<file path="src/rtl/gpt_pkg.sv">
package gpt_pkg;

    localparam int ADDR_W = 3;

    // Word addresses of the register window
    localparam logic [ADDR_W-1:0] A_CTRL  = 3'd0;
    localparam logic [ADDR_W-1:0] A_LOAD  = 3'd1;
    localparam logic [ADDR_W-1:0] A_COUNT = 3'd2;
    localparam logic [ADDR_W-1:0] A_IEN   = 3'd3;
    localparam logic [ADDR_W-1:0] A_STAT  = 3'd4;

    // Control and status bit positions
    localparam int B_RUN   = 0;
    localparam int B_AUTO  = 1;
    localparam int B_LDNOW = 2;
    localparam int B_OVF   = 0;

    typedef enum logic [0:0] {
        ST_IDLE = 1'b0,
        ST_RUN  = 1'b1
    } gpt_state_e;

endpackage

</file>
<file path="src/rtl/gpt_wr_pipe.sv">
module gpt_wr_pipe #(
    parameter int DW    = 32,
    parameter int AW    = 3,
    parameter int DEPTH = 3
) (
    input  logic          clk,
    input  logic          rst_n,
    input  logic          in_vld,
    input  logic [AW-1:0] in_addr,
    input  logic [DW-1:0] in_data,
    output logic          out_vld,
    output logic [AW-1:0] out_addr,
    output logic [DW-1:0] out_data
);

    localparam int LAST = DEPTH - 1;

    for (genvar g = 0; g < DEPTH; g++) begin : g_stage
        logic          vld;
        logic [AW-1:0] addr;
        logic [DW-1:0] data;

        if (g == 0) begin : g_head
            always_ff @(posedge clk or negedge rst_n) begin
                if (!rst_n) begin
                    vld  <= 1'b0;
                    addr <= '0;
                    data <= '0;
                end else begin
                    vld  <= in_vld;
                    addr <= in_addr;
                    data <= in_data;
                end
            end
        end else begin : g_body
            always_ff @(posedge clk or negedge rst_n) begin
                if (!rst_n) begin
                    vld  <= 1'b0;
                    addr <= '0;
                    data <= '0;
                end else begin
                    vld  <= g_stage[g-1].vld;
                    addr <= g_stage[g-1].addr;
                    data <= g_stage[g-1].data;
                end
            end
        end
    end

    assign out_vld  = g_stage[LAST].vld;
    assign out_addr = g_stage[LAST].addr;
    assign out_data = g_stage[LAST].data;

endmodule

</file>
<file path="src/rtl/gpt_fsm.sv">
module gpt_fsm
    import gpt_pkg::*;
(
    input  logic clk,
    input  logic rst_n,
    input  logic ctrl_wr,
    input  logic ctrl_run,
    input  logic ctrl_auto,
    input  logic wrap,
    output logic run,
    output logic auto_rl
);

    gpt_state_e state_q, state_d;
    logic       auto_q;

    // State register
    always_ff @(posedge clk or negedge rst_n) begin
        if (!rst_n) state_q <= ST_IDLE;
        else        state_q <= state_d;
    end

    // Mode register: auto-reload follows every applied control write
    always_ff @(posedge clk or negedge rst_n) begin
        if (!rst_n)       auto_q <= 1'b0;
        else if (ctrl_wr) auto_q <= ctrl_auto;
    end

    // Next state
    always_comb begin
        state_d = state_q;
        unique case (state_q)
            ST_IDLE: begin
                if (ctrl_wr && ctrl_run) state_d = ST_RUN;
            end
            ST_RUN: begin
                if (ctrl_wr)                state_d = ctrl_run ? ST_RUN : ST_IDLE;
                else if (wrap && !auto_q)   state_d = ST_IDLE;
            end
            default: state_d = ST_IDLE;
        endcase
    end

    // Outputs
    always_comb begin
        run     = (state_q == ST_RUN);
        auto_rl = auto_q;
    end

endmodule

</file>
<file path="src/rtl/gpt_counter.sv">
module gpt_counter #(
    parameter int W = 32
) (
    input  logic         clk,
    input  logic         rst_n,
    input  logic         run,
    input  logic         auto_rl,
    input  logic         load_wr,
    input  logic         cnt_wr,
    input  logic         ldnow,
    input  logic [W-1:0] wdata,
    output logic [W-1:0] cnt,
    output logic [W-1:0] load,
    output logic         wrap
);

    localparam logic [W-1:0] TOP = {W{1'b1}};

    logic [W-1:0] cnt_q, load_q;

    assign wrap = run && (cnt_q == TOP);

    always_ff @(posedge clk or negedge rst_n) begin
        if (!rst_n)       load_q <= '0;
        else if (load_wr) load_q <= wdata;
    end

    always_ff @(posedge clk or negedge rst_n) begin
        if (!rst_n) begin
            cnt_q <= '0;
        end else if (cnt_wr) begin
            cnt_q <= wdata;
        end else if (ldnow) begin
            cnt_q <= load_q;
        end else if (run) begin
            if (wrap) cnt_q <= auto_rl ? load_q : '0;
            else      cnt_q <= cnt_q + 1'b1;
        end
    end

    assign cnt  = cnt_q;
    assign load = load_q;

endmodule

</file>
<file path="src/rtl/gpt_ovf_timer.sv">
module gpt_ovf_timer
    import gpt_pkg::*;
#(
    parameter int CNT_W    = 32,
    parameter int SYNC_LAT = 3
) (
    input  logic              clk,
    input  logic              rst_n,
    input  logic              bus_wr,
    input  logic [ADDR_W-1:0] bus_addr,
    input  logic [CNT_W-1:0]  bus_wdata,
    output logic [CNT_W-1:0]  bus_rdata,
    output logic              irq
);

    logic              wp_vld;
    logic [ADDR_W-1:0] wp_addr;
    logic [CNT_W-1:0]  wp_data;

    logic ctrl_wr, load_wr, cnt_wr, ien_wr, stat_wr;
    logic ldnow, stat_clr;
    logic run, auto_rl, wrap;
    logic [CNT_W-1:0] cnt, load;
    logic ien_q, ovf_st;

    gpt_wr_pipe #(
        .DW    (CNT_W),
        .AW    (ADDR_W),
        .DEPTH (SYNC_LAT)
    ) u_pipe (
        .clk      (clk),
        .rst_n    (rst_n),
        .in_vld   (bus_wr),
        .in_addr  (bus_addr),
        .in_data  (bus_wdata),
        .out_vld  (wp_vld),
        .out_addr (wp_addr),
        .out_data (wp_data)
    );

    // Decode of the write that takes effect this cycle
    always_comb begin
        ctrl_wr  = wp_vld && (wp_addr == A_CTRL);
        load_wr  = wp_vld && (wp_addr == A_LOAD);
        cnt_wr   = wp_vld && (wp_addr == A_COUNT);
        ien_wr   = wp_vld && (wp_addr == A_IEN);
        stat_wr  = wp_vld && (wp_addr == A_STAT);
        ldnow    = ctrl_wr && wp_data[B_LDNOW];
        stat_clr = stat_wr && wp_data[B_OVF];
    end

    gpt_fsm u_fsm (
        .clk       (clk),
        .rst_n     (rst_n),
        .ctrl_wr   (ctrl_wr),
        .ctrl_run  (wp_data[B_RUN]),
        .ctrl_auto (wp_data[B_AUTO]),
        .wrap      (wrap),
        .run       (run),
        .auto_rl   (auto_rl)
    );

    gpt_counter #(
        .W (CNT_W)
    ) u_cnt (
        .clk     (clk),
        .rst_n   (rst_n),
        .run     (run),
        .auto_rl (auto_rl),
        .load_wr (load_wr),
        .cnt_wr  (cnt_wr),
        .ldnow   (ldnow),
        .wdata   (wp_data),
        .cnt     (cnt),
        .load    (load),
        .wrap    (wrap)
    );

    always_ff @(posedge clk or negedge rst_n) begin
        if (!rst_n)      ien_q <= 1'b0;
        else if (ien_wr) ien_q <= wp_data[0];
    end

    // Overflow flag: a new event beats a clear on the same edge
    always_ff @(posedge clk or negedge rst_n) begin
        if (!rst_n)        ovf_st <= 1'b0;
        else if (wrap)     ovf_st <= 1'b1;
        else if (stat_clr) ovf_st <= 1'b0;
    end

    assign irq = ovf_st & ien_q;

    always_comb begin
        bus_rdata = '0;
        case (bus_addr)
            A_CTRL: begin
                bus_rdata[B_RUN]  = run;
                bus_rdata[B_AUTO] = auto_rl;
            end
            A_LOAD:  bus_rdata = load;
            A_COUNT: bus_rdata = cnt;
            A_IEN:   bus_rdata[0] = ien_q;
            A_STAT:  bus_rdata[B_OVF] = ovf_st;
            default: bus_rdata = '0;
        endcase
    end

endmodule

</file>
<file path="config.mk">
export PLATFORM = sky130hd
export DESIGN_NAME = gpt_ovf_timer
export DESIGN_NICKNAME = d
export VERILOG_FILES = /design/src/rtl/gpt_pkg.sv /design/src/rtl/gpt_wr_pipe.sv /design/src/rtl/gpt_fsm.sv /design/src/rtl/gpt_counter.sv /design/src/rtl/gpt_ovf_timer.sv
export SDC_FILE = /design/constraint.sdc
export NUM_CORES = 1
export LEC_CHECK = 0
export ABC_AREA = 1
export BUFFER_PORTS_ARGS = -buffer_cell sky130_fd_sc_hd__buf_2
export CORE_MARGIN = 8
export CORE_UTILIZATION = 55
export CTS_CLUSTER_SIZE = 25
export DETAILED_ROUTE_END_ITERATION = 6
export GPL_TIMING_DRIVEN = 0
export PLACE_DENSITY_LB_ADDON = 0.25
export SYNTH_ARGS = -nofsm -noshare
export SYNTH_HDL_FRONTEND = slang
export SYNTH_SLANG_ARGS = --single-unit
</file>
<file path="constraint.sdc">
create_clock -name clk -period 6 [get_ports clk]
set_input_delay 1.5 -clock clk [delete_from_list [all_inputs] [get_ports clk]]
set_output_delay 1.5 -clock clk [all_outputs]
set_load 0.02 [all_outputs]
</file>
Word-level counts from Yosys, hierarchy flattened
Index checks and enable logic that the tools add are counted.

operators by class
  $add $sub $neg = 1
  eq/ne operators = 9
  mux-type cells = 15
  bitwise operators = 2
  reductions and logical operators = 15

operator list
  kind                                                              count
  32-bit 2-to-1 mux                                                 5
  30-bit case mux with 2 select lines                               1
  32-bit by 1-bit adder with 32-bit output (second input constant)  1
  32-bit == test (second input constant)                            1
  3-bit by 2-bit == test with 1-bit output (second input constant)  4
  1-bit logical AND                                                 10
  3-bit by 1-bit == test with 1-bit output (second input constant)  2
  3-bit == test (second input constant)                             2
  3-bit logical NOT                                                 2
  1-bit 2-to-1 mux                                                  6
  1-bit case mux with 5 select lines                                1
  1-bit case mux with 3 select lines                                1
  3-bit nonzero test                                                1
  1-bit case mux with 2 select lines                                1
  2-bit nonzero test                                                1
  1-bit bitwise AND                                                 1
  1-bit logical NOT                                                 1
  1-bit inverter                                                    1

word-level totals
  register bits = 176
  input bits = 38
  output and inout bits = 33
  logic and storage cells = 57

Depth between registers and ports, before layout
Gate-level depths: netlist of run 1.

  depth after elaboration = 6
  gate-level depth with buffers = 13
  gate-level depth less buffers = 12

Cells and area by module
A second synthesis of run 1 with hierarchy kept.

unflattened totals
  cell total of the unflattened synthesis = 862
  area total of the unflattened synthesis = 7633.6 µm²

by module, submodules not included
  module         instances  cells each  area an instance (µm²)  sequential area each (µm²)
  gpt_counter    1          598         4212.8                  1601.5
  gpt_wr_pipe    1          108         2702.6                  2702.6
  gpt_ovf_timer  1          145         633.1                   50.0
  gpt_fsm        1          11          85.1                    50.0

Least setup slack after synthesis of run 1
OpenSTA, ideal clock, no wires.

  path kind = input-to-output
  start = in bus_addr[1]
  end = out bus_rdata[17]
  arrival = 2.858 ns
  data required time = 4.500 ns
  path slack = 1.642 ns
  stages on the path = 5
  cells stage by stage = inv_1 nor3_1 clkinv_1 clkbuf_1 o21ai_0

between the ends
  cells in the longest elaborated chain, start to end = 2
  elaborated cells on any way between the ends = 3
  those cells by class = 2 x eq/ne; 1 x mux

ends and longest elaborated chain
  what                                                                                                  line                 RTL
  start: declaration                                                                                    gpt_ovf_timer.sv:10  input logic [ADDR_W-1:0] bus_addr,
  3-bit by 2-bit == test with 1-bit output or 3-bit by 1-bit == test with 1-bit output (tied branches)  gpt_ovf_timer.sv:95  case (bus_addr)
  30-bit case mux with 2 select lines *                                                                 gpt_ovf_timer.sv:95
  end: declaration                                                                                      gpt_ovf_timer.sv:12  output logic [CNT_W-1:0] bus_rdata,

Mark *: on every way between the ends. The rest lies on a longest branch, timed or not.

Final worst setup path of run 1
Ends and elaborated chain as after synthesis.

==> results of run 1 <==
==> routing by layer <==
metal	wire, µm	global-route usage	up-vias	part of all wire
met1	8080	0.295	2891	0.43
met3	1490	0.0549	36	0.079
met4	479	0.0906	0	0.025
met2	8780	0.350	278	0.47
li1	-	-	2777	-
met5	0	0	-	0
==> worst max-delay path, cell delays in order <==
cell	delay (ps)
buf_2	120
inv_1	80
nor3_1	490
clkinv_1	580
clkbuf_1	400
o21ai_0	340
buf_2	230
==> through the flow <==
| stage | cell area, µm² | hold slack [ps] |
|---|---|---|
| 2_1_floorplan | 7320 | 331 |
| 3_5_place_dp | 7930 | 335 |
| 6_report | 8550 | 345 |
| 3_3_place_gp | 7890 | 332 |
| 4_1_cts | 8550 | 346 |
| 5_1_grt | 8550 | 352 |
==> power groups by stage <==
| stage | clock, W | combinational, W | sequential, W |
|---|---|---|---|
| floorplan | 0 | 0.000459 | 0.00152 |
| finish | 0.00115 | 0.000626 | 0.00157 |
| global route | 0.00122 | 0.000710 | 0.00159 |
| CTS | 0.00118 | 0.000623 | 0.00156 |
| detailed placement | 0 | 0.000617 | 0.00158 |
| global placement | 0 | 0.000599 | 0.00158 |
==> path summary, 6_finish.rpt <==
path | startpoint | to | slack [ps] | cells after the start
min reg2reg | u_pipe.g_stage[1].data[9] | u_pipe.out_data[9] | 350 | 0
min in group asynchronous | rst_n | u_pipe.g_stage[1].addr[1] | 1010 | 1
min | u_pipe.g_stage[1].data[9] | u_pipe.out_data[9] | 350 | 0
max in group asynchronous | rst_n | u_cnt.cnt[23] | 4120 | 2
max reg2reg | u_pipe.out_vld | u_cnt.cnt[29] | 3450 | 9
max | bus_addr[1] | bus_rdata[17] | 740 | 7
==> synth_stat cells (6+ instances only) <==
master / instances
nand2_1: 261
dfrtp_1: 176
inv_1: 94
o21ai_0: 73
nand3_1: 49
nor2_1: 47
o22ai_1: 19
xor2_1: 16
a21oi_1: 15
clkbuf_1: 15
nand4_1: 9
nor2_2: 6
==> sequential cells by signal (all words and copies together) (netlist names) <==
name	flops
u_fsm.auto_rl	1
u_fsm.run	1
u_pipe.out_data	32
u_cnt.load	32
u_cnt.cnt	32
u_pipe.g_stage.vld	2
u_pipe.out_vld	1
ovf_st	1
ien_q	1
u_pipe.g_stage.data	64
u_pipe.out_addr	3
u_pipe.g_stage.addr	6
==> layout make-up <==
| type | instances | area [µm²] | share of cell area |
|---|---|---|---|
| buffer | 25 | 123 | 0.0143 |
| clock buffer | 17 | 425 | 0.0497 |
| clock inverter | 15 | 198 | 0.0231 |
| inverter | 98 | 368 | 0.0430 |
| multi-input combinational | 524 | 2430 | 0.284 |
| sequential | 176 | 4400 | 0.515 |
| tap | 176 | 220 | 0.0257 |
| timing repair buffer | 71 | 388 | 0.0454 |
==> logic make-up (layout without fill, tap and decap cells) <==
kind of cell               Yosys count  in the layout  synth area share
adders and majority gates            1              1           0.00171
buffers and inverters              123            226            0.0670
muxes                                1              1           0.00154
AOI/OAI and AO/OA                  117            117            0.0868
xor gates and xnor gates            17             17            0.0203
DFF                                176            176             0.602
and+or+nand+nor                    388            388             0.221
==> results.cfg, run 1 <==
[grt]
grt_pass1_wl_mm = 30.2
grt.total_usage = 0.224
grt_pass1_vias = 5698
grt_max_degree = 102
gr-total-overflow = 0
antenna_found_initial = 0

[floorplanning]
die-area_mm2 = 0.0173
die_h_um = 131
die_width_um = 131
fp.coreArea_mm2 = 0.0131
initial_core_util = 0.557
row_count = 42
io_pins = 71

[power_and_ir_drop]
clockPowerShare = 0.345
p_switching_w = 0.00108
power.density_mw_per_mm2 = 392
p_int_w = 0.00227
ir_drop_mv = 0.343
p_leak_nw = 4.19
comb_power_share = 0.187
fin_total_pwr_w = 0.00335
p_sw_frac = 0.322
p_seq_frac = 0.468

[cells_and_area]
num_antenna_cells = 0
layout-drive-gt1-share = 0.140
area_growth_pct = 16.8
finalNonFillerCells = 1102
final_common_cell = nand2_1
nFillCells = 1145
nets = 952
mostFrequentLayoutCells = 261 x nand2_1, 176 x dfrtp_1, 94 x inv_1, 74 x buf_2, 73 x o21ai_0
final_core_util = 0.651

[synthesis]
syn_area_mm2 = 0.00732
yosys.area.top_type = dfrtp_1
ys.flop_type = dfrtp_1
synth_top_area_frac = 0.602
synth_fp_nets = 862
synth-edff-count = 0
async_reset_ff_frac = 1.00
synth_area_leaders = dfrtp_1 60%, nand2_1 13%, o21ai_0 5.0%, inv_1 4.8%, nand3_1 3.3%
synth-seq-cells = 176
syn_avg_cell_area_um2 = 8.90
synth-seq-area-share = 0.602
ys_warn_count = 0
syn_inst = 823
synth.distinct_cells = 36

[timing]
setup_tns_ps = 0
worstMarginPinSlew_ps = 1130
post-route-period-util = 0.876
setup-violations-final = 0
min_period_ps = 5260
worst_slack_ps = 742
finalHoldViolations = 0
rsz0062_at_grt = no
fmax_mhz = 190
skew_ps = 6.38
slew_headroom = 0.240
drv_slew = 0

[clock_tree]
cts_buffer_depth = 2
cts-resized-gates = 0
cts_hold_buffers = 0
clock_latency_ps = 430
cts_buffers = 17
cts_tree = done
clkSinkCount = 176
htreeDepth = 4
cts_setup_buffers = 0
clk_pin_slew_ps = 70
cts_root_buf = clkbuf_16

[outcome]
run_status = completed

[detailed_routing]
dr.pass1.iters = 5
ant_nets = 0
vias_per_cell = 5.43
wl_per_cell_um = 17.1
via_count = 5982
drc = 0
wl_mm = 18.8
dr.first_iter.drc_count = 703

[flow_run]
cap_violations = 0

[critical_path]
cp.arrival_ps = 3760
startpoint_type = input pin
path_max_fanout = 10
cp.required_ps = 4500
cp-end-kind = primary output
critPathKind = in2out

[place]
place_congestion = 0.936
dp_hpwl_mm = 13.4
pre_cts_slack_ps = 821
port_buffers = 70
place_inst = 1070

[hold_path]
hold_class = reg2reg
Power figures use the tool's default switching activity.
==> run 2: changes to the inputs <==
RECOVER_POWER = 100   (was not set)
==> results.cfg, run 2 (synthesis gave the netlist of run 1 again) <==
[grt]
grt.total_usage = 0.224
gr-total-overflow = 0
grt_pass1_vias = 5698
grt_max_degree = 102
antenna_found_initial = 0
grt_pass1_wl_mm = 30.2

[cells_and_area]
nets = 952
final_common_cell = nand2_1
area_growth_pct = 15.7
regMostFlops = u_pipe.g_stage.data
num_antenna_cells = 0
mostFrequentLayoutCells = 262 x nand2_1, 176 x dfrtp_1, 96 x inv_1, 74 x o21ai_0, 52 x clkbuf_1
layout-drive-gt1-share = 0.0918
largest_reg_flops = 64

[timing]
skew_ps = 6.35
fmax_mhz = 176
worstMarginPinSlew_ps = 3950
finalHoldViolations = 0
setup_tns_ps = 0
slew_headroom = -1.64
setup-violations-final = 0
drv_slew = 77
hold_ws_ps = 346
rsz0062_at_grt = no
post-route-period-util = 0.945
min_period_ps = 5670

[power_and_ir_drop]
power.density_mw_per_mm2 = 394
p_leak_nw = 4.04
ir_drop_mv = 0.343

[clock_tree]
cts_tree = done
cts_hold_buffers = 0
cts_setup_buffers = 0
cts_buffers = 17
clock_latency_ps = 430
cts-resized-gates = 0
cts_root_buf = clkbuf_16
htreeDepth = 4
cts_buffer_depth = 2
clkSinkCount = 176
clk_pin_slew_ps = 70

[critical_path]
path_max_fanout = 10
cp.required_ps = 4500
worst_path_largest_cell_delay_ps = 1130
crit_path_start = bus_addr[0]
cpMostUsedCell = clkbuf_1
reg2reg_depth = 10
critPathKind = in2out
worstReg2RegEnd = u_cnt.cnt[26]
regToRegSetupSlack_ps = 2880
crit_slowest_cell = nor3_1
worstReg2RegStart = u_pipe.out_addr[2]
cp-end-kind = primary output
startpoint_type = input pin
cp.arrival_ps = 4170
path_cells = clkbuf_1 > inv_1 > nor3_1 > clkbuf_1 > nand2_1 > o21ai_0 > clkbuf_1

[hold_path]
whs_path_depth = 0
min_from = u_pipe.g_stage[1].data[9]
hold_path_end = u_pipe.out_data[9]
hold_class = reg2reg

[floorplanning]
die-area_mm2 = 0.0173
row_count = 42
initial_core_util = 0.557
io_pins = 71
die_width_um = 131
die_h_um = 131
fp.coreArea_mm2 = 0.0131

[place]
place_congestion = 0.936
dp_hpwl_mm = 13.4
port_buffers = 70

[detailed_routing]
wl_per_cell_um = 17.1
via_count = 5934
vias_per_cell = 5.38
dr.pass1.iters = 5
dr.first_iter.drc_count = 695
wl_mm = 18.8
ant_nets = 0
drc = 0

[outcome]
run_status = complete, but fails checks
violations = capacitance limit, slew limit

[flow_run]
cap_violations = 2
==> run 2: cell count changes in the layout (fill, tap and decap cells not counted), sizes merged <==
| cell | change |
|---|---|
| buf | -37 |
| clkbuf | +37 |
==> run 2: worst max path at each step <==
| stage | end |
|---|---|
| 2_1_floorplan | bus_rdata[17] |
| 3_3_place_gp | bus_rdata[29] |
| 3_5_place_dp | bus_rdata[29] |
| 4_1_cts | bus_rdata[29] |
| 5_1_grt | bus_rdata[22] |
| 6_report | bus_rdata[29] |
==> run 2: worst max-delay path: cells and delay by family <==
family          cells  cell delay, ps
compound gates      1             150
buf+inv             4            1280
simple gates        2            1230
==> run 2: area by class of cell <==
| cell class | instances | area [µm²] |
|---|---|---|
| fillers | 1162 | 4670 |
| flip-flops and latches | 176 | 4400 |
| multi-input cells | 524 | 2400 |
| clock buffers | 17 | 425 |
| inverters | 98 | 368 |
| repair buffers | 71 | 337 |
| well taps | 176 | 220 |
| clock inverters | 15 | 198 |
| plain buffers | 25 | 118 |
==> run 2: where the power goes <==
| group | leakage [nW] | switching [W] | internal [W] | total (W) |
|---|---|---|---|---|
| Sequential | 2.12 | 0.000202 | 0.00137 | 0.00157 |
| Combinational | 1.62 | 0.000389 | 0.000226 | 0.000614 |
| Clock | 0.299 | 0.000484 | 0.000669 | 0.00115 |
==> run 2: stage by stage <==
| step | instances | setup WS [ps] | utilization | total power, W | instance area (µm²) |
|---|---|---|---|---|---|
| after detailed placement | 1070 | 821 | 0.604 | 0.00220 | 7930 |
| after global routing | 1102 | 262 | 0.645 | 0.00351 | 8470 |
| final | 1102 | 329 | 0.645 | 0.00334 | 8470 |
| after global placement | 1069 | 732 | 0.601 | 0.00218 | 7890 |
| after floorplan | 823 | 1640 | - | 0.00198 | 7320 |
| after CTS | 1102 | 778 | 0.651 | 0.00336 | 8550 |
==> run 2: layer usage <==
layer / up-vias / part of all wire / GRT usage
met5: - / 0 / 0
met1: 2866 / 0.44 / 0.295
met4: 0 / 0.028 / 0.0906
met3: 41 / 0.070 / 0.0549
li1: 2783 / - / -
met2: 244 / 0.46 / 0.350
